--- src/rtl/nlc_pkg.sv ---
`timescale 1ns/1ps
package nlc_pkg;
  localparam int LVL_W = 5;
  localparam int MAG_W = LVL_W - 1;
  localparam int N_SD  = 2;

  typedef enum logic { TW_ONE = 1'b0, TW_TWO = 1'b1 } tw_sel_e;
  typedef enum logic [1:0] { SD_OFF = 2'd0, SD_LOW = 2'd1, SD_HIGH = 2'd2 } sd_sel_e;

  typedef struct packed {
    tw_sel_e tw;
    sd_sel_e sd1;
    sd_sel_e sd2;
  } plan_t;

  localparam logic [3:0] HB_POS = 4'b1001;
  localparam logic [3:0] HB_NEG = 4'b0110;
  localparam logic [3:0] HB_ZA  = 4'b0011;
  localparam logic [3:0] HB_ZB  = 4'b1100;

  function automatic plan_t mk(input tw_sel_e t, input sd_sel_e a, input sd_sel_e b);
    plan_t p;
    p.tw = t; p.sd1 = a; p.sd2 = b;
    return p;
  endfunction

  // magnitude -> per-cell selection; cell 2 is the doubled cell in asym mode
  function automatic plan_t split_level(input logic [MAG_W-1:0] mag, input logic asym);
    plan_t p;
    p = mk(TW_ONE, SD_OFF, SD_OFF);
    if (!asym || mag <= 4'd5) begin
      case (mag)
        4'd1: p = mk(TW_ONE, SD_OFF,  SD_OFF);
        4'd2: p = mk(TW_TWO, SD_OFF,  SD_OFF);
        4'd3: p = mk(TW_ONE, SD_LOW,  SD_OFF);
        4'd4: p = mk(TW_TWO, SD_LOW,  SD_OFF);
        4'd5: p = mk(TW_TWO, SD_HIGH, SD_OFF);
        4'd6: p = mk(TW_ONE, SD_LOW,  SD_HIGH);
        4'd7: p = mk(TW_TWO, SD_LOW,  SD_HIGH);
        4'd8: p = mk(TW_TWO, SD_HIGH, SD_HIGH);
        default: p = mk(TW_ONE, SD_OFF, SD_OFF);
      endcase
    end else begin
      case (mag)
        4'd6:  p = mk(TW_TWO, SD_OFF,  SD_LOW);
        4'd7:  p = mk(TW_ONE, SD_LOW,  SD_LOW);
        4'd8:  p = mk(TW_TWO, SD_LOW,  SD_LOW);
        4'd9:  p = mk(TW_TWO, SD_HIGH, SD_LOW);
        4'd10: p = mk(TW_TWO, SD_LOW,  SD_HIGH);
        4'd11: p = mk(TW_TWO, SD_HIGH, SD_HIGH);
        default: p = mk(TW_ONE, SD_OFF, SD_OFF);
      endcase
    end
    return p;
  endfunction

  // {Sb,Sa}
  function automatic logic [1:0] tw_gates(input tw_sel_e s);
    return (s == TW_TWO) ? 2'b10 : 2'b01;
  endfunction

  // {S3,S2,S1}
  function automatic logic [2:0] sd_gates(input sd_sel_e s);
    case (s)
      SD_LOW:  return 3'b101;
      SD_HIGH: return 3'b011;
      default: return 3'b000;
    endcase
  endfunction
endpackage

--- src/rtl/nlc_quantizer.sv ---
`timescale 1ns/1ps
module nlc_quantizer
  import nlc_pkg::*;
#(
  parameter int REF_W    = 16,
  parameter int MI_W     = 8,
  parameter int SYM_MAX  = 8,
  parameter int ASYM_MAX = 11
) (
  input  logic signed [REF_W-1:0] ref_smp,
  input  logic        [MI_W-1:0]  mod_gain,
  input  logic                    asym_sel,
  output logic signed [LVL_W-1:0] level,
  output logic        [MAG_W-1:0] mag,
  output logic                    neg,
  output logic                    zero
);
  localparam int FRAC   = REF_W + MI_W - 2;
  localparam int PROD_W = REF_W + MI_W + 6;
  localparam logic signed [PROD_W-1:0] HALF =
    {{(PROD_W-FRAC){1'b0}}, 1'b1, {(FRAC-1){1'b0}}};

  logic signed [PROD_W-1:0] ref_x, gain_x, lim, prod, q, q_sat;

  always_comb begin
    ref_x  = {{(PROD_W-REF_W){ref_smp[REF_W-1]}}, ref_smp};
    gain_x = {{(PROD_W-MI_W){1'b0}}, mod_gain};
    lim    = asym_sel ? PROD_W'(ASYM_MAX) : PROD_W'(SYM_MAX);
    prod   = ref_x * gain_x * lim;
    q      = (prod + HALF) >>> FRAC;
    if (q > lim)       q_sat = lim;
    else if (q < -lim) q_sat = -lim;
    else               q_sat = q;
  end

  assign level = LVL_W'(q_sat);
  assign neg   = level[LVL_W-1];
  assign zero  = (level == '0);
  assign mag   = MAG_W'(neg ? -level : level);
endmodule

--- src/rtl/nlc_cell_map.sv ---
`timescale 1ns/1ps
module nlc_cell_map
  import nlc_pkg::*;
(
  input  logic [MAG_W-1:0]         mag,
  input  logic                     asym_sel,
  output logic [1:0]               tw_next,
  output logic [N_SD-1:0][2:0]     sd_next
);
  plan_t   plan;
  sd_sel_e sd_sel [N_SD];

  always_comb begin
    plan      = split_level(mag, asym_sel);
    sd_sel[0] = plan.sd1;
    sd_sel[1] = plan.sd2;
  end

  assign tw_next = tw_gates(plan.tw);

  for (genvar i = 0; i < N_SD; i++) begin : g_sd
    assign sd_next[i] = sd_gates(sd_sel[i]);
  end
endmodule

--- src/rtl/nlc_gate_reg.sv ---
`timescale 1ns/1ps
module nlc_gate_reg
  import nlc_pkg::*;
(
  input  logic                     clk,
  input  logic                     rst_n,
  input  logic                     smp_stb,
  input  logic signed [LVL_W-1:0]  level,
  input  logic                     neg,
  input  logic                     zero,
  input  logic [1:0]               tw_next,
  input  logic [N_SD-1:0][2:0]     sd_next,
  output logic signed [LVL_W-1:0]  lvl_q,
  output logic [1:0]               tw_q,
  output logic [N_SD-1:0][2:0]     sd_q,
  output logic [3:0]               hb_q,
  output logic                     zero_entry
);
  logic zsel_q;
  logic zsel_nx;

  assign zero_entry = smp_stb && zero && (lvl_q != '0);
  assign zsel_nx    = zero_entry ? ~zsel_q : zsel_q;

  always_ff @(posedge clk or negedge rst_n) begin
    if (!rst_n) begin
      lvl_q  <= '0;
      tw_q   <= 2'b01;
      sd_q   <= '0;
      hb_q   <= HB_ZA;
      zsel_q <= 1'b0;
    end else if (smp_stb) begin
      lvl_q  <= level;
      zsel_q <= zsel_nx;
      if (zero) begin
        hb_q <= zsel_nx ? HB_ZB : HB_ZA;
      end else begin
        tw_q <= tw_next;
        sd_q <= sd_next;
        hb_q <= neg ? HB_NEG : HB_POS;
      end
    end
  end
endmodule

--- src/rtl/nlc_gate_top.sv ---
`timescale 1ns/1ps
module nlc_gate_top
  import nlc_pkg::*;
#(
  parameter int REF_W    = 16,
  parameter int MI_W     = 8,
  parameter int SYM_MAX  = 8,
  parameter int ASYM_MAX = 11
) (
  input  logic                    clk,
  input  logic                    rst_n,
  input  logic                    smp_stb,
  input  logic signed [REF_W-1:0] ref_smp,
  input  logic        [MI_W-1:0]  mod_gain,
  input  logic                    asym_sel,
  output logic signed [LVL_W-1:0] lvl_out,
  output logic        [1:0]       tw_gate,
  output logic        [2:0]       sd1_gate,
  output logic        [2:0]       sd2_gate,
  output logic        [3:0]       hb_gate
);
  logic signed [LVL_W-1:0] level;
  logic [MAG_W-1:0]        mag;
  logic                    neg, zero_req, zero_entry;
  logic [1:0]              tw_next;
  logic [N_SD-1:0][2:0]    sd_next, sd_q;

  nlc_quantizer #(
    .REF_W(REF_W), .MI_W(MI_W), .SYM_MAX(SYM_MAX), .ASYM_MAX(ASYM_MAX)
  ) u_quant (
    .ref_smp(ref_smp), .mod_gain(mod_gain), .asym_sel(asym_sel),
    .level(level), .mag(mag), .neg(neg), .zero(zero_req)
  );

  nlc_cell_map u_map (
    .mag(mag), .asym_sel(asym_sel), .tw_next(tw_next), .sd_next(sd_next)
  );

  nlc_gate_reg u_reg (
    .clk(clk), .rst_n(rst_n), .smp_stb(smp_stb),
    .level(level), .neg(neg), .zero(zero_req),
    .tw_next(tw_next), .sd_next(sd_next),
    .lvl_q(lvl_out), .tw_q(tw_gate), .sd_q(sd_q), .hb_q(hb_gate),
    .zero_entry(zero_entry)
  );

  assign sd1_gate = sd_q[0];
  assign sd2_gate = sd_q[1];
endmodule

--- config.mk ---
export PLATFORM = sky130hd
export DESIGN_NAME = nlc_gate_top
export DESIGN_NICKNAME = d
export VERILOG_FILES = /design/src/rtl/nlc_pkg.sv /design/src/rtl/nlc_quantizer.sv /design/src/rtl/nlc_cell_map.sv /design/src/rtl/nlc_gate_reg.sv /design/src/rtl/nlc_gate_top.sv
export SDC_FILE = /design/constraint.sdc
export NUM_CORES = 1
export LEC_CHECK = 0
export ABC_AREA = 1
export BUFFER_PORTS_ARGS = -buffer_cell sky130_fd_sc_hd__buf_2
export CAP_MARGIN = 5
export CORE_ASPECT_RATIO = 1.2
export CORE_MARGIN = 1
export CORE_UTILIZATION = 45
export DETAILED_ROUTE_END_ITERATION = 12
export GPL_TIMING_DRIVEN = 0
export MAX_ROUTING_LAYER = met4
export PLACE_DENSITY = 0.61
export SYNTH_ARGS = -nofsm -noshare
export SYNTH_HDL_FRONTEND = slang
export SYNTH_HIERARCHICAL = 1
export SYNTH_SLANG_ARGS = --single-unit
--- constraint.sdc ---
create_clock -name clk -period 1.2 [get_ports clk]
set_input_delay 0.12 -clock clk [delete_from_list [all_inputs] [get_ports clk]]
set_output_delay 0.12 -clock clk [all_outputs]
set_load 0.05 [all_outputs]
After elaboration in Yosys (flattened, before gate mapping):

Memory sizes are Yosys's and may differ from the RTL's.
Index checks and enable logic that the tools add are counted.

* $add $sub $neg: 3
* multiply operators: 2
* magnitude comparators: 3
* equal/unequal tests: 10
* mux-type cells: 13
* bitwise gates (word level): 2
* reduce and logical (&&, ||, !) cells: 7

Operators with widths (count)
* $add A30 B23 Y30 const B: 1
* $lt A8 B30 Y1: 1
* $mul A30 B30 Y30: 1
* $neg A4 Y30: 1
* $pmux W5 S6: 1
* $mul A16 B9 Y25: 1
* $eq A4 B4 Y1 const B: 4
* $mux W4: 4
* $mux W5: 3
* $pmux W3 S2: 2
* $eq A4 B3 Y1 const B: 2
* $gt A8 B5 Y1: 1
* $logic_not A5 Y1: 1
* $reduce_bool A5 Y1: 1
* $eq A2 B1 Y1 const B: 2
* $eq A2 B2 Y1 const B: 2
* $le A4 B3 Y1 const B: 1
* $mux W2: 2
* $neg A4 Y4: 1
* $logic_and A1 B1 Y1: 2
* $not A1 Y1: 2
* $reduce_and A2 Y1: 1
* $logic_not A1 Y1: 1
* $logic_or A1 B1 Y1: 1
* $mux W1: 1

* register bits: 18
* bits in read-only memories: 64
* input port bits: 28
* output and inout port bits: 17
* word-level logic and storage cells: 47
* memories kept: 1

Memories
* (no name shown): words 16, bits a word 4, rd ports 1, clocked after memory_dff 0, write ports 0, line nlc_pkg.sv:32 `case (mag)`

Logic depth before layout (Yosys ltp):

* depth after elaboration: 13
* mapped depth: 64
* mapped depth without buffers: 62

Cells and area by module:

Netlist, hierarchy kept.

Modules (own cells, without submodules)
* nlc_quantizer: times used 1, cells each 1230, area each 8276.7 um2, sequential area each 0.0 um2
* nlc_gate_reg: times used 1, cells each 70, area each 775.7 um2, sequential area each 454.2 um2
* nlc_cell_map: times used 1, cells each 59, area each 312.8 um2, sequential area each 0.0 um2

Least setup slack after synthesis:

Ideal clock, no wire load.

* kind: input port to flip-flop
* from: input mod_gain[5]
* to: register u_reg/sd_q[0] (netlist name)
* library setup time: 0.125 ns
* data arrival time: 9.522 ns
* required time: 1.075 ns
* path slack: -8.447 ns
* stages: 56
* path buffers: 2
* path through: clkbuf_1 > clkbuf_1 > nand2_1 > fa_1 > inv_1 > fa_1 > fa_1 > inv_1 > fa_1 > inv_1 > ha_1 > nand2_1 > inv_1 > nand2_1 > nand2_1 > a21oi_1 > o21bai_1 > a21oi_1 > (+20 left out) > o21ai_0 > nand3_1 > nand2_1 > nand3_2 > nand2_4 > nand3_1 > nand2_2 > inv_1 > ha_1 > o31ai_1 > nand2_2 > nand2_2 > nand2_4 > nor2_1 > nor2_1 > ha_1 > inv_1 > mux2_4

RTL lines
* from (decl): line nlc_gate_top.sv:14 `input logic [MI_W-1:0] mod_gain,`
* to (signal assigned): line nlc_gate_reg.sv:39 `sd_q <= sd_next;`
* to (decl): line nlc_gate_reg.sv:15 `output logic [N_SD-1:0][2:0] sd_q,`

==> results by stage <==
Outcome:
- The run finished, with violations left.
- The final reports fail on setup timing.

Synth:
- The post-synthesis net count is 1,639.
- The gate count after technology mapping is 1,358.
- The mean post-synth cell area is 6.894 um2.
- Yosys printed 6 warnings.
- The cell area that synthesis handed to floorplanning was 9361 um2.

Clocking:
- The TritonCTS sink count is 18.
- The CTS buffer count is 3.
- The worst-skew pair later-pin latency is 0.25 ns.
- The number of H-tree levels is 1.
- The TritonCTS clock tree is yes.
- The cell at the root of the clock tree is clkbuf_16.
- After clock tree synthesis, the clock-pin slew on the worst setup and hold paths is 0.05 ns.
- The maximum clock insertion buffer count is 2.

Place:
- The number of I/O port buffers is 20.
- The total instance count after detailed placement is 1,643.
- The global placer's final weighted congestion is 0.9143.
- Detailed placement ended at an HPWL of 17,350 um.

Worst setup path:
- The reg-to-reg startpoint is u_reg/lvl_q[3].
- In this run the critical register-to-register path is captured at u_reg/hb_q[3].
- In this design, the stage delay of the slowest critical-path cell is 0.53 ns.
- STA puts the critical path data arrival time at 9.19 ns.
- The path type of the worst setup path is primary input to flip-flop.
- The register-to-register path setup slack is 0.08 ns.
- The startpoint class of the critical path is a primary input.
- The data required time at the worst endpoint is 1.33 ns.
- The cell occurring most often along the worst timing path is inv_2.
- The top fanout value on the critical path is 7.
- The element type at the critical path end is a flip-flop.
- The depth of the most critical reg-to-reg path is 6.
- The slowest stage of the critical path is the fa_1 cell.

STA:
- Setup repair after global routing could not meet its margin everywhere.
- The final hold violation count was 0.
- In the finished design, the share of the clock period the worst path needs comes to 754.9%.
- Static timing analysis puts the maximum clock frequency at 110.4 MHz.
- The number of max-slew violations in the final report was 0.
- The setup-violating endpoint count in the final report is 18.
- The transition time of the tightest slew-check pin is 0.9008 ns.
- Once routing completed, OpenROAD measured the worst setup slack at -7.859 ns.
- The relative max-transition margin is 39.95%.
- Counting I/O delays and the setup requirement, the final critical path takes 9.059 ns.
- The final clock skew is 0.006156 ns.

Route:
- The count of unresolved DRC violations after routing is 0.
- Wires add up to 22,160 um.
- The first TritonRoute pass finished after 4 iterations.
- Summing over every cut layer, the via total after detailed routing is 8,320.
- In the routed layout, each cell is associated on average with a via count of 4.695.
- In the final routed layout, each cell accounts on average for 12.51 um.
- In this run the remaining antenna-violating nets after routing total 0.
- The initial detailed-routing violation count is 328.

GRT:
- The initial antenna violation count was 0.
- The final global-route overflow total is 0.
- The total global-route track usage is 21.61%.
- Entering global routing, the biggest net connects 19 pins.
- The first-pass GRT wire length is 37,220 um.
- The number of global-route vias before repair was 8,590.

Flow run:
- The count of max-cap constraint violations is 0.

Floorplanning:
- The floorplan step defined a die boundary enclosing 21,390 um2.
- The initialized floorplan defines 57 standard-cell rows.
- The die outline width is 133.7 um.
- The height of the chip is 160 um.
- The number of placed I/O pins is 45.
- The initial cell density of the core is 46.06%.
- The floorplan core area is 20,330 um2.

Cells and area:
- The area added between synthesis and finish is 33.49%.
- The final layout contains 1,789 nets.
- The finished layout holds 1,772 standard cells, fillers aside.
- The share of final-layout standard cells stronger than drive strength 1 is 32.85%.
- The count of antenna diodes in the layout is 0.

Min path:
- Along the worst hold path, the cell count comes to 6.
- The startpoint of the lowest-slack hold path is smp_stb.
- For hold timing, the worst endpoint is u_reg/zsel_q.
- The class of the tightest hold or removal check is primary input to flip-flop.
==> cell type report <==
class	instances	area, um2
buffer	37	456.7
clock buffer	4	78.83
fill	1767	7829
inverter	429	1635
multi-input combinational	874	8413
sequential	18	454.2
tap	265	331.6
timing repair buffer	145	1127
==> critical path, delay by kind of cell <==
kind,cells,cell delay [ns]
fa+ha+maj,12,4.29
simple gates,16,2.01
compound gates,7,1.20
buf+inv,15,1.09
mux,1,0.25
xor+xnor,1,0.20
==> how the worst max path moves through the flow <==
stage,end,slack (ns),cells after the start,start
finish,u_reg/sd_q[0],-7.86,52,mod_gain[1]
detailed placement,u_reg/sd_q[3],-8.66,55,mod_gain[7]
global route,u_reg/sd_q[0],-8.28,55,mod_gain[5]
floorplan,u_reg/sd_q[3],-7.58,56,mod_gain[2]
global placement,u_reg/sd_q[3],-8.59,56,mod_gain[7]
CTS,u_reg/sd_q[0],-7.70,55,mod_gain[5]
==> layout by cell type, fill, tap and decap left out, types with 11 or more instances in the layout <==
| master | n |
|---|---|
| inv_1 | 367 |
| nand2_1 | 274 |
| fa_1 | 117 |
| buf_4 | 114 |
| ha_1 | 88 |
| nand2_2 | 58 |
| inv_2 | 55 |
| nor2_1 | 51 |
| ha_4 | 38 |
| nand2_4 | 27 |
| nand3_1 | 27 |
| buf_2 | 26 |
| a21oi_2 | 22 |
| a21oi_1 | 20 |
| nor2_2 | 19 |
| dfrtp_1 | 15 |
| clkbuf_16 | 14 |
| buf_6 | 11 |
| nand3_2 | 11 |
==> state kept, by name, summed over array words and instances, names as in the netlist <==
signal	count
u_reg/sd_q	6
u_reg/tw_q	2
u_reg/zsel_q	1
u_reg/hb_q	4
u_reg/lvl_q	5
==> timing repair <==
item / CTS / global route
gates resized for setup: 175 / 114
hold endpoints to repair: 15 / 0
setup endpoints to repair: 18 / 18
pin swaps: 152 / 92
hold buffers: 1 / 0
buffers inserted: 100 / 28
==> metrics by stage <==
stage | hold WS (ns) | cell area (um2) | setup TNS (ns) | util [%] | setup slack (ns)
2_1_floorplan | -0.1756 | 9778 | -124.93 | - | -7.576
3_3_place_gp | 0.06886 | 10210 | -142.24 | 50.23 | -8.587
3_5_place_dp | 0.07985 | 10210 | -143.74 | 50.23 | -8.665
4_1_cts | 0.2768 | 11890 | -127.03 | 58.50 | -7.697
5_1_grt | 0.3216 | 12500 | -136.89 | 61.48 | -8.281
6_report | 0.2983 | 12500 | -129.74 | 61.48 | -7.859
==> routing by layer <==
| metal | part of all wire [%] | GRT usage [%] | vias up | wire (um) |
|---|---|---|---|---|
| li1 | - | - | 4228 | - |
| met1 | 42 | 24.03 | 3897 | 9213 |
| met2 | 54 | 41.83 | 137 | 12000 |
| met3 | 1.4 | 0.7619 | 58 | 309 |
| met4 | 2.9 | 5.217 | 0 | 641 |
| met5 | 0 | - | - | 0 |
Power is not shown: default switching activity piles up to over one toggle a cycle in this logic, so the estimate is an artifact.
